File: src/rtl/dhp_pkg.sv
// Package: shared helpers for the differential history pattern predictor.
// Assumes: nothing beyond IEEE 1800-2017 constant functions.
package dhp_pkg;

    // Width of an index into n items, never less than one bit.
    function automatic int unsigned idx_bits(input int unsigned n);
        return (n <= 2) ? 1 : $clog2(n);
    endfunction

endpackage

File: src/rtl/dhp_dict.sv
// Module: vector dictionary with least-recently-used replacement.
// Maps a differential vector to a short identifier. A match returns the
// stored identifier; a miss returns the oldest identifier, which the entry
// takes on training. Ages form a permutation of 0..D-1, with D-1 the oldest.
// Assumes: D is a power of two and train only pulses when the caller
// accepts a task end.
module dhp_dict #(
    parameter int unsigned NPOS = 4,
    parameter int unsigned DW   = 32,
    parameter int unsigned D    = 4,
    parameter int unsigned IDW  = 2,
    parameter int unsigned PW   = 2
) (
    input  logic              clk,
    input  logic              rst_n,
    input  logic              train,
    input  logic [NPOS*DW-1:0] vec_in,
    output logic [IDW-1:0]    train_id,
    input  logic [IDW-1:0]    rd_id,
    input  logic [PW-1:0]     rd_pos,
    output logic [DW-1:0]     rd_delta
);
    localparam int unsigned VW = NPOS * DW;

    logic [VW-1:0]  vecs [D];
    logic [D-1:0]   vld;
    logic [IDW-1:0] age  [D];
    logic [D-1:0]   match;
    logic [D-1:0]   oldest;
    logic           hit;
    logic [IDW-1:0] hit_id;
    logic [IDW-1:0] victim_id;

    // Per-entry compare and oldest flag.
    for (genvar i = 0; i < D; i++) begin : g_ent
        assign match[i]  = vld[i] && (vecs[i] == vec_in);
        assign oldest[i] = (age[i] == IDW'(D - 1));
    end

    // Encode the matching entry and the replacement victim.
    always_comb begin
        hit_id    = '0;
        victim_id = '0;
        for (int i = 0; i < D; i++) begin
            if (match[i])  hit_id    = IDW'(i);
            if (oldest[i]) victim_id = IDW'(i);
        end
    end

    assign hit      = |match;
    assign train_id = hit ? hit_id : victim_id;

    // Store a new vector on a miss and refresh recency on every training.
    always_ff @(posedge clk) begin
        if (!rst_n) begin
            vld <= '0;
            for (int i = 0; i < D; i++) begin
                age[i]  <= IDW'(D - 1 - i);
                vecs[i] <= '0;
            end
        end else if (train) begin
            if (!hit) begin
                vecs[victim_id] <= vec_in;
                vld[victim_id]  <= 1'b1;
            end
            for (int i = 0; i < D; i++) begin
                if (IDW'(i) == train_id)         age[i] <= '0;
                else if (age[i] < age[train_id]) age[i] <= age[i] + 1'b1;
            end
        end
    end

    // Read one delta of a stored vector.
    assign rd_delta = vecs[rd_id][rd_pos*DW +: DW];

    AST_MATCH_UNIQUE: assert property (@(posedge clk) disable iff (!rst_n)
        $onehot0(match));
    AST_ONE_OLDEST: assert property (@(posedge clk) disable iff (!rst_n)
        $countones(oldest) == 1);
    AST_TRAIN_MRU: assert property (@(posedge clk) disable iff (!rst_n)
        train |=> age[$past(train_id)] == '0);
endmodule

File: src/rtl/dhp_pht.sv
// Module: identifier history and pattern table.
// Holds the last X identifiers, newest in the low bits, and a table indexed
// by that history. Each entry is a valid bit and the identifier that
// followed. Training writes the entry for the old history, then shifts.
// Assumes: the table has 2^(X*IDW) entries and IDW is small.
module dhp_pht #(
    parameter int unsigned IDW = 2,
    parameter int unsigned X   = 2
) (
    input  logic           clk,
    input  logic           rst_n,
    input  logic           train,
    input  logic [IDW-1:0] train_id,
    output logic           look_vld,
    output logic [IDW-1:0] look_id
);
    localparam int unsigned HW    = X * IDW;
    localparam int unsigned DEPTH = 1 << HW;

    logic [HW-1:0]    hist;
    logic [HW-1:0]    hist_nxt;
    logic [DEPTH-1:0] ent_vld;
    logic [IDW-1:0]   ent_id [DEPTH];

    // Next history: a depth of one keeps only the newest identifier.
    if (X == 1) begin : g_h1
        assign hist_nxt = train_id;
    end else begin : g_hn
        assign hist_nxt = {hist[HW-IDW-1:0], train_id};
    end

    // Train the entry for the old history, then shift the history.
    always_ff @(posedge clk) begin
        if (!rst_n) begin
            hist    <= '0;
            ent_vld <= '0;
            for (int i = 0; i < DEPTH; i++) ent_id[i] <= '0;
        end else if (train) begin
            ent_vld[hist] <= 1'b1;
            ent_id[hist]  <= train_id;
            hist          <= hist_nxt;
        end
    end

    // Look up the entry for the current history.
    assign look_vld = ent_vld[hist];
    assign look_id  = ent_id[hist];

    AST_HIST_NEWEST: assert property (@(posedge clk) disable iff (!rst_n)
        train |=> hist[IDW-1:0] == $past(train_id));
    AST_TRAINED_VALID: assert property (@(posedge clk) disable iff (!rst_n)
        train |=> ent_vld[$past(hist)]);
endmodule

File: src/rtl/dhp_stream.sv
// Module: prediction stream and previous address set.
// On go, runs NPOS beats and sums the stored previous set with the deltas
// of the predicted vector. The previous set is replaced when the caller
// accepts a task end.
// Assumes: go and set_we are never raised while busy.
module dhp_stream #(
    parameter int unsigned NPOS = 4,
    parameter int unsigned AW   = 32,
    parameter int unsigned IDW  = 2,
    parameter int unsigned PW   = 2
) (
    input  logic              clk,
    input  logic              rst_n,
    input  logic              go,
    input  logic [IDW-1:0]    go_id,
    input  logic              set_we,
    input  logic [NPOS*AW-1:0] set_in,
    input  logic [AW-1:0]     rd_delta,
    output logic              busy,
    output logic [IDW-1:0]    rd_id,
    output logic [PW-1:0]     rd_pos,
    output logic              pred_valid,
    output logic [PW-1:0]     pred_pos,
    output logic [AW-1:0]     pred_addr,
    output logic              pred_last
);
    localparam logic [PW-1:0] LAST = PW'(NPOS - 1);

    logic               busy_q;
    logic [PW-1:0]      pos_q;
    logic [IDW-1:0]     id_q;
    logic [NPOS*AW-1:0] prev_q;

    // Step the beat counter through one stream.
    always_ff @(posedge clk) begin
        if (!rst_n) begin
            busy_q <= 1'b0;
            pos_q  <= '0;
            id_q   <= '0;
        end else if (busy_q) begin
            if (pos_q == LAST) busy_q <= 1'b0;
            pos_q <= pos_q + 1'b1;
        end else if (go) begin
            busy_q <= 1'b1;
            pos_q  <= '0;
            id_q   <= go_id;
        end
    end

    // Keep the address set of the last finished task.
    always_ff @(posedge clk) begin
        if (!rst_n)      prev_q <= '0;
        else if (set_we) prev_q <= set_in;
    end

    assign busy       = busy_q;
    assign rd_id      = id_q;
    assign rd_pos     = pos_q;
    assign pred_valid = busy_q;
    assign pred_pos   = pos_q;
    assign pred_last  = busy_q && (pos_q == LAST);
    assign pred_addr  = prev_q[pos_q*AW +: AW] + rd_delta;

    AST_GO_FIRST_BEAT: assert property (@(posedge clk) disable iff (!rst_n)
        (go && !busy_q) |=> pred_valid && pred_pos == '0);
    AST_BEAT_ORDER: assert property (@(posedge clk) disable iff (!rst_n)
        (pred_valid && !pred_last) |=>
            pred_valid && pred_pos == PW'($past(pred_pos) + 1'b1));
    AST_STOP_AFTER_LAST: assert property (@(posedge clk) disable iff (!rst_n)
        pred_last |=> !pred_valid);
    AST_SET_FROZEN: assert property (@(posedge clk) disable iff (!rst_n)
        pred_valid |-> !set_we);
endmodule

File: src/rtl/dhp_predictor.sv
// Module: top of the differential history pattern predictor.
// Gates the task strobes, then links the dictionary, the pattern table and
// the prediction stream. While a stream runs, both strobes are dropped. A
// start that meets an end in the same cycle is dropped.
// Assumes: D is a power of two, and end_diff/end_addrs are valid with task_end.
module dhp_predictor #(
    parameter int unsigned NPOS   = 4,
    parameter int unsigned ADDR_W = 32,
    parameter int unsigned D      = 4,
    parameter int unsigned X      = 2,
    localparam int unsigned IDW   = dhp_pkg::idx_bits(D),
    localparam int unsigned POS_W = dhp_pkg::idx_bits(NPOS)
) (
    input  logic                   clk,
    input  logic                   rst_n,
    input  logic                   task_start,
    input  logic                   task_end,
    input  logic [NPOS*ADDR_W-1:0] end_diff,
    input  logic [NPOS*ADDR_W-1:0] end_addrs,
    output logic                   pred_valid,
    output logic [POS_W-1:0]       pred_pos,
    output logic [ADDR_W-1:0]      pred_addr,
    output logic                   pred_last
);
    logic             busy;
    logic             end_ok;
    logic             go;
    logic [IDW-1:0]   train_id;
    logic             look_vld;
    logic [IDW-1:0]   look_id;
    logic [IDW-1:0]   rd_id;
    logic [POS_W-1:0] rd_pos;
    logic [ADDR_W-1:0] rd_delta;

    // Accept strobes only while idle; an end wins over a start.
    assign end_ok = task_end && !busy;
    assign go     = task_start && !task_end && !busy && look_vld;

    dhp_dict #(.NPOS(NPOS), .DW(ADDR_W), .D(D), .IDW(IDW), .PW(POS_W)) u_dict (
        .clk      (clk),
        .rst_n    (rst_n),
        .train    (end_ok),
        .vec_in   (end_diff),
        .train_id (train_id),
        .rd_id    (rd_id),
        .rd_pos   (rd_pos),
        .rd_delta (rd_delta)
    );

    dhp_pht #(.IDW(IDW), .X(X)) u_pht (
        .clk      (clk),
        .rst_n    (rst_n),
        .train    (end_ok),
        .train_id (train_id),
        .look_vld (look_vld),
        .look_id  (look_id)
    );

    dhp_stream #(.NPOS(NPOS), .AW(ADDR_W), .IDW(IDW), .PW(POS_W)) u_stream (
        .clk        (clk),
        .rst_n      (rst_n),
        .go         (go),
        .go_id      (look_id),
        .set_we     (end_ok),
        .set_in     (end_addrs),
        .rd_delta   (rd_delta),
        .busy       (busy),
        .rd_id      (rd_id),
        .rd_pos     (rd_pos),
        .pred_valid (pred_valid),
        .pred_pos   (pred_pos),
        .pred_addr  (pred_addr),
        .pred_last  (pred_last)
    );

    AST_NO_START_ON_MISS: assert property (@(posedge clk) disable iff (!rst_n)
        (task_start && !busy && !look_vld) |=> !pred_valid);
    AST_START_END_CLASH: assert property (@(posedge clk) disable iff (!rst_n)
        (task_start && task_end && !busy) |=> !pred_valid);
endmodule

File: config.mk
export PLATFORM = sky130hd
export DESIGN_NAME = dhp_predictor
export DESIGN_NICKNAME = d
export VERILOG_FILES = /design/src/rtl/dhp_pkg.sv /design/src/rtl/dhp_dict.sv /design/src/rtl/dhp_pht.sv /design/src/rtl/dhp_stream.sv /design/src/rtl/dhp_predictor.sv
export SDC_FILE = /design/constraint.sdc
export NUM_CORES = 1
export LEC_CHECK = 0
export CAP_MARGIN = 20
export CORE_AREA = 10 10 329 331
export DETAILED_ROUTE_END_ITERATION = 16
export DIE_AREA = 0 0 339 341
export PLACE_DENSITY_LB_ADDON = 0.08
export SLEW_MARGIN = 20
export SYNTH_ARGS = -nofsm -noshare
export SYNTH_HDL_FRONTEND = slang
export SYNTH_SLANG_ARGS = --single-unit
File: constraint.sdc
create_clock -name clk -period 7.4 [get_ports clk]
set_input_delay 1.85 -clock clk [delete_from_list [all_inputs] [get_ports clk]]
set_output_delay 1.85 -clock clk [all_outputs]
set_load 0.02 [all_outputs]
==> qor.txt <==
Synth Net Count: 3878
CP dominant cell by count: a21o_1
Setup crit start kind: register
Largest area contributor in the netlist: edfxtp_1
Vias in the first global route: 32000
Worst slew pin tran: 1150 ps
Worst EP required: 5550 ps
Commonest non-fill, non-tap cell in the layout: edfxtp_1
Die H: 341 microns
F_max: 0.137 GHz
Crit-path max cell delay: 700 ps
Flop pwr share: 0.399
Critical path peak fanout: 15
Initial Util: 0.398
Final Hold Fails: 0
Async set or reset register ratio after synthesis: 0
Primary FF master, synth: edfxtp_1
Initial DRT Pass Iterations: 8
Worst Hold Class: reg2reg
Initial DRC count: 4120
Max VDD drop: 0.000198 V
Layout Nets: 4220
Routed via count: 33100
Final min period: 7300 ps
Commonest cells after routing, fill and taps aside: edfxtp_1, and2_1, nand2_1
Post-detail-place hpwl: 169000 microns
TritonCTS buffer count: 86
Count of input and output buffers: 295
I/O pin cnt: 296
Crit. End Element: primary output
Synth area leaders: edfxtp_1, mux4_2, dfxtp_1
Cell area after layout: 49000 sq um
CTS H-tree depth: 3
R2R Path Start: u_dict.vecs[2][125]
Crit-path slowest cell: mux4_2
First-pass GRT wire length: 286000 microns
# hold bufs at CTS: 0
Endpoints failing setup: 0
WL per Instance: 39.8 microns
Net Sw Frac: 0.358
Normalized max-slew margin: 0.229
GRT Util Overall: 0.359
ANT nets after route: 0
Routability cong.: 1.09
Synthesized cell area: 40300 sq um
CTS clk-pin slew, worst paths: 60 ps
Worst r2r dst: u_dict.age[2][0]
Share of layout cells above drive strength 1: 0.159
Clock power share: 0.312
Number of fill cells: 9310
Cell Pwr Density: 283 nW/um^2
Die X: 339 microns
Final worst-path cycle share: 0.987
Worst reg2reg setup slack: 2570 ps
Crit path DAT: 5450 ps
Switching pwr: 4.96 mW
Syn Inst Count: 3582
Cell Area, Placed: 46000 sq um
# rows: 117
Comb pwr share: 0.288
Share of the synthesized area in the top cell type: 0.411
Seq/Total Area, Yosys: 0.489
Status: completed
Worst Hold Path EP: u_pht.ent_vld[2]
Clock skew: 27.6 ps
Area of the die: 116000 sq um
Synth-to-Final Area Change: 21.4%
Core area: 101000 sq um
Synthesis-stage register bit count: 709
Critical path class: reg2out
Internal power: 8.89 mW
Crit path cell chain: buf_12 -> buf_16 -> mux4_2 -> mux4_2 -> ha_4 -> a21o_1 -> a21o_1 -> a21oi_1 -> o21ai_0 -> a21o_1 -> a21oi_2 -> o21ai_1 -> nor3_2 -> o21ai_1 -> or4b_2 -> nand3_1 -> clkdlybuf4s15_2
EDFF count, synth: 552
CTS tree: yes
Clock latency at the later pin of the worst-skew pair: 690 ps
Setup TNS: 0 ps
Clock Sinks: 709
DRT Wirelength: 214000 microns
Antenna violations before repair: 22
Largest net degree at the start of global routing: 130
Max_cap viols: 0
Worst hold start: u_pht.ent_vld[2]
Overflow after GRT: 0
Max-slew violation count: 0
Mean Syn Cell Area: 11.3 sq um
WHS Path Cells: 2
YS warnings: 0
RSZ-0062 raised after global routing: true
Via density: 6.17
CTS Root Cell: clkbuf_16
DRC violations left: 0
Leakage: 17.9 nW
CTS Buffer Depth: 3
Worst R2R Path Depth: 12
Unique cell type count in the Yosys netlist: 80
==> flip-flops by register name, summed over array words and instances (netlist names) <==
register           count
u_pht.ent_vld         16
u_stream.pred_pos      2
u_pht.hist             4
u_stream.busy          1
u_dict.vld             4
u_stream.rd_id         2
u_pht.ent_id          32
u_stream.prev_q      128
u_dict.vecs          512
u_dict.age             8
==> power by group through the flow <==
stage / clock [mW] / combinational [mW] / sequential [mW]
2_1_floorplan: 0 / 2.00 / 5.25
3_3_place_gp: 0 / 3.90 / 5.57
3_5_place_dp: 0 / 3.89 / 5.57
4_1_cts: 4.36 / 3.90 / 5.49
5_1_grt: 4.50 / 4.09 / 5.53
6_report: 4.32 / 3.99 / 5.53
==> routing by layer <==
layer / track usage / wire length (microns) / vias to the layer above
met2: 0.536 / 92300 / 1998
met1: 0.458 / 83900 / 16900
met3: 0.0924 / 20000 / 522
li1: - / - / 13700
met4: 0.240 / 17300 / 26
met5: 0 / 184 / -
==> cells in the mapped netlist, drive strengths merged, types with 7 or more instances <==
| library cell | count |
|---|---|
| inv | 94 |
| clkbuf | 237 |
| and2 | 462 |
| ha | 35 |
| nor3 | 70 |
| a21o | 25 |
| mux2i | 10 |
| or4 | 14 |
| o2bb2ai | 11 |
| nor2b | 61 |
| nand3 | 33 |
| a21oi | 161 |
| nand2 | 367 |
| buf | 35 |
| nor4b | 7 |
| xnor2 | 204 |
| nor4 | 80 |
| o2111ai | 22 |
| a22o | 10 |
| o21ai | 23 |
| nand2b | 222 |
| o22ai | 27 |
| nand4 | 150 |
| a2111oi | 18 |
| nor2 | 66 |
| dfxtp | 157 |
| mux4 | 207 |
| xor2 | 129 |
| edfxtp | 552 |
==> worst max-delay path by stage <==
| stage | startpoint | to | slack, ps |
|---|---|---|---|
| floorplan | u_stream.rd_id[0] | pred_addr[30] | 50 |
| finish | u_stream.rd_id[0] | pred_addr[30] | 100 |
| global placement | u_stream.rd_id[0] | pred_addr[30] | 130 |
| CTS | u_stream.rd_id[0] | pred_addr[30] | -50 |
| global route | u_stream.rd_id[0] | pred_addr[30] | -100 |
| detailed placement | u_stream.rd_id[0] | pred_addr[30] | 150 |
==> what timing repair did <==
item / 4_1_cts / 5_1_grt
setup endpoints to repair: 17 / 13
pin swaps: 0 / 1
gates cloned: 1 / 0
setup buffers: 4 / 4
gates resized for setup: 35 / 13
==> critical path, delay by kind of cell, from the launching register on <==
family | cells | cell delay, ps
compound gates | 8 | 1330
fa+ha+maj | 1 | 260
mux | 2 | 1210
simple gates | 3 | 930
flops | 1 | 370
buf+inv | 3 | 630
==> kinds of logic (layout without fill, tap and decap cells) <==
family,after synthesis,in the layout,synth area share
adder cells (fa/ha/maj),37,37,0.0116
flip-flops,709,709,0.489
XOR/XNOR,333,333,0.0729
other,0,5,0
AND/OR/NAND/NOR,1573,1573,0.217
AO/OA/AOI/OAI,344,344,0.0558
buffers and inverters,369,782,0.0358
multiplexers,217,217,0.118
==> per-stage QoR <==
step,instances,setup slack [ps],utilization,hold slack [ps],power (mW)
after floorplan,3582,53.1,-,418,7.25
after global placement,5195,134,0.454,426,9.47
after detailed placement,5195,152,0.454,432,9.45
after CTS,5359,-49.7,0.482,442,13.8
after global routing,5363,-96.2,0.483,460,14.1
final,5368,98.0,0.483,439,13.8
==> area by class of cell <==
cell class	instances	area, sq um	share of cell area
sequential	709	19700	0.403
multi-input combinational	2504	19300	0.394
timing repair buffer	526	5030	0.103
clock buffer	112	2370	0.0485
tap	1368	1710	0.0349
clock inverter	47	435	0.00889
inverter	97	367	0.00748
antenna	5	12.5	0.000255
Power figures use the tool's default switching activity.
